File: config.mk
export PLATFORM = sky130hd
export DESIGN_NAME = pair_issue
export DESIGN_NICKNAME = d
export VERILOG_FILES = /design/src/rtl/pair_pkg.sv /design/src/rtl/pair_class_map.sv /design/src/rtl/pair_rules.sv /design/src/rtl/pair_issue.sv
export SDC_FILE = /design/constraint.sdc
export NUM_CORES = 1
export LEC_CHECK = 0
export CORE_AREA = 5 5 46 48
export CTS_CLUSTER_DIAMETER = 120
export DETAILED_ROUTE_END_ITERATION = 8
export DIE_AREA = 0 0 51 53
export PLACE_DENSITY = 0.75
export SYNTH_ARGS = -nofsm -noshare
export SYNTH_HDL_FRONTEND = slang
export SYNTH_SLANG_ARGS = --single-unit
File: constraint.sdc
create_clock -name clk -period 1.4 [get_ports clk]
set_input_delay 0.14 -clock clk [delete_from_list [all_inputs] [get_ports clk]]
set_output_delay 0.14 -clock clk [all_outputs]
set_load 0.01 [all_outputs]
File: src/rtl/pair_pkg.sv
package pair_pkg;
  localparam int CLS_W  = 4;
  localparam int UNIT_W = 4;
  localparam int CNT_W  = 2;
  localparam int NSLOT  = 2;
  localparam int GRP_W  = 3;

  typedef enum logic [CLS_W-1:0] {
    CL_ALU  = 4'd0, CL_ALUX = 4'd1, CL_LDST = 4'd2, CL_MUL  = 4'd3,
    CL_DIV  = 4'd4, CL_FPU  = 4'd5, CL_USER = 4'd6, CL_BR   = 4'd7,
    CL_DALU = 4'd8, CL_DMUL = 4'd9
  } cls_e;

  typedef enum logic [UNIT_W-1:0] {
    U_NONE = 4'd0, U_ALU_A = 4'd1, U_ALU_B = 4'd2, U_LSU = 4'd3,
    U_MUL  = 4'd4, U_DIV   = 4'd5, U_FPU   = 4'd6, U_EXT = 4'd7,
    U_BRU  = 4'd8
  } unit_e;

  typedef enum logic [GRP_W-1:0] {
    G_ALU = 3'd0, G_LS = 3'd1, G_MUL = 3'd2, G_DIV = 3'd3,
    G_FP  = 3'd4, G_EXT = 3'd5, G_BR = 3'd6
  } grp_e;

  typedef struct packed {
    grp_e  grp;
    unit_e unit;
    logic  solo;      // wide advanced/DSP ALU op: must issue alone
    logic  basic;     // basic ALU op
    logic  dalu;      // DSP ALU op
    logic  dmul;      // DSP multiply
    logic  dmul_bar;  // class that may not sit beside a DSP multiply
  } cinfo_t;
endpackage

File: src/rtl/pair_class_map.sv
module pair_class_map
  import pair_pkg::*;
(
  input  logic [CLS_W-1:0] cls,
  input  logic             wide,
  output cinfo_t           info
);
  always_comb begin
    info = '{grp: G_EXT, unit: U_EXT, solo: 1'b0, basic: 1'b0,
             dalu: 1'b0, dmul: 1'b0, dmul_bar: 1'b1};
    case (cls)
      CL_ALU:  begin info.grp = G_ALU; info.unit = U_ALU_A; info.basic = 1'b1; info.dmul_bar = 1'b0; end
      CL_ALUX: begin info.grp = G_ALU; info.unit = U_ALU_A; info.solo = wide; info.dmul_bar = 1'b0; end
      CL_DALU: begin info.grp = G_ALU; info.unit = U_ALU_A; info.solo = wide; info.dalu = 1'b1; info.dmul_bar = 1'b0; end
      CL_LDST: begin info.grp = G_LS;  info.unit = U_LSU;  info.dmul_bar = 1'b0; end
      CL_MUL:  begin info.grp = G_MUL; info.unit = U_MUL;  info.dmul_bar = 1'b0; end
      CL_DMUL: begin info.grp = G_MUL; info.unit = U_MUL;  info.dmul = 1'b1; info.dmul_bar = 1'b0; end
      CL_DIV:  begin info.grp = G_DIV; info.unit = U_DIV; end
      CL_FPU:  begin info.grp = G_FP;  info.unit = U_FPU; end
      CL_BR:   begin info.grp = G_BR;  info.unit = U_BRU; end
      default: ; // user extension and undefined codes
    endcase
  end
endmodule

File: src/rtl/pair_rules.sv
module pair_rules
  import pair_pkg::*;
(
  input  cinfo_t           i0,
  input  cinfo_t           i1,
  input  logic             v0,
  input  logic             v1,
  input  logic             dep,
  output logic [CNT_W-1:0] cnt,
  output unit_e            u0,
  output unit_e            u1
);
  logic same_grp, alu_twin, dmul_clash, may_pair;

  always_comb begin
    same_grp   = (i0.grp == i1.grp);
    alu_twin   = (i0.basic & i1.basic) | (i0.dalu & i1.dalu);
    dmul_clash = (i0.dmul & i1.dmul_bar) | (i1.dmul & i0.dmul_bar);
    may_pair   = ~i0.solo & ~i1.solo & ~dep & ~dmul_clash & (~same_grp | alu_twin);

    if (!v0)           cnt = CNT_W'(0);
    else if (!v1)      cnt = CNT_W'(1);
    else if (may_pair) cnt = CNT_W'(2);
    else               cnt = CNT_W'(1);

    u0 = v0 ? i0.unit : U_NONE;
    if (cnt != CNT_W'(2))                          u1 = U_NONE;
    else if (i0.grp == G_ALU && i1.grp == G_ALU)   u1 = U_ALU_B;
    else                                           u1 = i1.unit;
  end
endmodule

File: src/rtl/pair_issue.sv
module pair_issue
  import pair_pkg::*;
(
  input  logic              clk,
  input  logic              rst_n,
  input  logic              s0_vld,
  input  logic [CLS_W-1:0]  s0_cls,
  input  logic              s0_wide,
  input  logic              s1_vld,
  input  logic [CLS_W-1:0]  s1_cls,
  input  logic              s1_wide,
  input  logic              s1_dep,
  output logic [CNT_W-1:0]  issue_cnt,
  output logic [UNIT_W-1:0] s0_unit,
  output logic [UNIT_W-1:0] s1_unit
);
  logic [NSLOT-1:0][CLS_W-1:0] cls_v;
  logic [NSLOT-1:0]            wide_v;
  cinfo_t                      info [NSLOT];
  logic [CNT_W-1:0]            cnt_d;
  unit_e                       u0_d, u1_d;

  assign cls_v  = {s1_cls, s0_cls};
  assign wide_v = {s1_wide, s0_wide};

  for (genvar g = 0; g < NSLOT; g++) begin : g_map
    pair_class_map u_map (
      .cls  (cls_v[g]),
      .wide (wide_v[g]),
      .info (info[g])
    );
  end

  pair_rules u_rules (
    .i0  (info[0]),
    .i1  (info[1]),
    .v0  (s0_vld),
    .v1  (s1_vld),
    .dep (s1_dep),
    .cnt (cnt_d),
    .u0  (u0_d),
    .u1  (u1_d)
  );

  always_ff @(posedge clk) begin
    if (!rst_n) begin
      issue_cnt <= '0;
      s0_unit   <= '0;
      s1_unit   <= '0;
    end else begin
      issue_cnt <= cnt_d;
      s0_unit   <= u0_d;
      s1_unit   <= u1_d;
    end
  end
endmodule

==> out/results.ini <==
[outcome]
status = finished clean

[clock_tree]
cts_root_buf = clkbuf_4
clkTransAtPathRegs_ps = 60
cts_buffers = 3
post_cts.repair.setup_buffers = 0
htree_levels = 1
cts_max_path_buffers = 2
hold_buffers = 0
tritoncts = built
clock-sinks = 10

[logic_synthesis]
ys_seq_area_share_pct = 30.0
syn_inst = 81
synthAdderAreaFrac_pct = 0
synth_cell_type_count = 30
synth-compound-area-share_pct = 20.6
synth_xor_area_share_pct = 10.3
synth_top_family_by_area = simple AND/OR/NAND/NOR gates
synth.area.mux_share_pct = 0
netlist_area_um2 = 668
synth.avg_cell_area_um2 = 8.25
synthSimpleGateAreaFrac_pct = 30.7
synth_nets = 96
ys_ff_latch = 10
yosysWarnings = 0

[layout]
fillers = 150
diodes = 0
layout.nets = 138
drive_gt1_share_pct = 36.1
final_core_util_pct = 64.5
layout_common_cells = 18 x buf_4, 16 x clkdlybuf4s50_1, 10 x dfxtp_1
stdcell_count = 139
area_delta_synth_final_pct = 61.2
final_common_cell = buf_4

[grt]
antenna_found_initial = 0
grt_use_met3_pct = 1.97
overflow = 0
grt_max_degree = 11
track_usage_pct = 13.2
grt_util_met2_pct = 24.0
grt_pass1_vias = 652
grt_pass1_wl_mm = 2.68
top_usage_layer = met2
met1_usage_pct = 14.2

[run]
maxCapViolCount = 0

[critical_path]
path_cells = clkdlybuf4s15_1 -> buf_4 -> nand2_1 -> nor4_1 -> a31oi_1 -> and4b_1 -> o21ai_4 -> a2111oi_4
slowest_delay_ps = 260
arrival_ps = 1470
start_kind = input pin
end_kind = flip-flop
cpMaxStageDelayCell = clkdlybuf4s15_1
crit_required_ps = 1570
crit_fanout = 6
crit_type = input pin to flip-flop

[sta]
whs_ps = 275
max_freq_ghz = 0.772
timing.final.hold_violations = 0
rsz0062_at_grt = true
maxSlewHeadroom_pct = 72.1
max_slew.worst_pin.slew_ps = 418
maxSlewViolCount = 0
min_period_over_period_pct = 92.5
timing.final.setup_violations = 0
finalSetupTns_ps = 0
min_period_ps = 1300

[worst_hold_path]
hold_depth = 3
hp-class = input pin to flip-flop
hold_end = s0_unit[0]
min-delay-start = s0_cls[0]

[routing]
drt_first_pass_iters = 4
antenna_left = 0
routed-via-count = 716
routed_wl_mm = 1.72
wl_per_cell_um = 12.4
remaining_drc_errors = 0
viasPerCell = 5.15
drt_iter0_drc = 7

[power]
powerDensity_mw_per_mm2 = 744
p_leak_nw = 0.436
vdd_ir_drop_max_mv = 0.278
p_total_mw = 0.802

[placement]
place_inst = 135
gp_congestion = 0.914
hpwl_mm = 1.35
numPortBuffers = 24

[floorplanning]
die_x_um = 51
die_area_mm2 = 0.00270
coreArea_mm2 = 0.00167
fp-row-count = 15
die-height_um = 53
io_pins = 25
initial_core_util_pct = 40.0

-- report_power, final --
group / switching, mW / internal [mW]
sequential: 0.00225 / 0.295
clock: 0.0959 / 0.158
combinational: 0.121 / 0.130
-- final cells by class --
class | count | area (µm²) | area share (%)
Clock buffer | 4 | 36.3 | 3.37
Inverter | 2 | 7.51 | 0.697
Multi-Input combinational cell | 64 | 460 | 42.7
Tap cell | 17 | 21.3 | 1.97
Timing Repair Buffer | 42 | 352 | 32.6
Sequential cell | 10 | 200 | 18.6
-- worst max path at each step --
stage | startpoint | to
CTS | s1_cls[3] | issue_cnt[0]
global route | s0_cls[3] | issue_cnt[0]
detailed placement | s1_cls[3] | s1_unit[3]
floorplan | s1_cls[3] | s1_unit[0]
finish | s0_cls[3] | s1_unit[0]
global placement | s1_cls[3] | issue_cnt[0]
-- synth_stat cells --
| cell type | n | share of area, % |
|---|---|---|
| a2111oi_2 | 1 | 2.2 |
| a211oi_1 | 1 | 1.1 |
| a21oi_1 | 9 | 6.7 |
| a22oi_2 | 1 | 1.9 |
| a31o_1 | 1 | 1.3 |
| a31oi_1 | 1 | 0.94 |
| and2_2 | 1 | 1.1 |
| and3_1 | 1 | 0.94 |
| and3_4 | 1 | 1.7 |
| and4b_1 | 1 | 1.5 |
| buf_4 | 2 | 2.2 |
| buf_6 | 3 | 5.1 |
| dfxtp_1 | 10 | 30 |
| inv_1 | 2 | 1.1 |
| nand2_1 | 5 | 2.8 |
| nand3_1 | 3 | 2.2 |
| nor2_1 | 9 | 5.1 |
| nor2_2 | 3 | 2.8 |
| nor2_4 | 1 | 1.7 |
| nor2b_1 | 1 | 0.94 |
| nor2b_4 | 1 | 2.1 |
| nor3_1 | 6 | 4.5 |
| nor3b_1 | 1 | 1.1 |
| nor4_1 | 1 | 0.94 |
| nor4b_1 | 1 | 1.3 |
| o21ai_0 | 5 | 3.7 |
| o21ai_2 | 2 | 2.6 |
| xnor2_1 | 4 | 5.2 |
| xnor2_2 | 1 | 2.4 |
| xor2_1 | 2 | 2.6 |
-- through the flow --
stage / setup slack (ps) / area [µm²]
2_1_floorplan: 171 / 668
3_3_place_gp: -435 / 1020
3_5_place_dp: -473 / 1020
4_1_cts: 61.4 / 1050
5_1_grt: -2.52 / 1080
6_report: 104 / 1080
-- logic make-up (layout without fill, tap and decap cells) --
kind of cell | Yosys count | in the layout
AOI/OAI and AO/OA | 21 | 21
buffers and inverters | 7 | 48
and+or+nand+nor | 36 | 36
xor gates and xnor gates | 7 | 7
DFF | 10 | 10
-- registers in the layout (all words and copies together) (netlist names) --
| register | cells |
|---|---|
| s1_unit | 4 |
| s0_unit | 4 |
| issue_cnt | 2 |
-- critical path: cells and delay by family --
kind	cells	cell delay, ps
buf+inv	2	450
compound gates	3	440
simple gates	3	430
-- per-layer routing --
metal	share of wire (%)	wire length, µm	vias up
li1	-	-	367
met1	40	695	325
met2	52	888	21
met3	5.8	99	3
met4	2.2	38	0
met5	0	0	-
-- what timing repair did --
action,CTS,global route
setup endpoints to repair,6,6
pin swaps,0,2
gates resized for setup,10,17
Power figures use the tool's default switching activity.
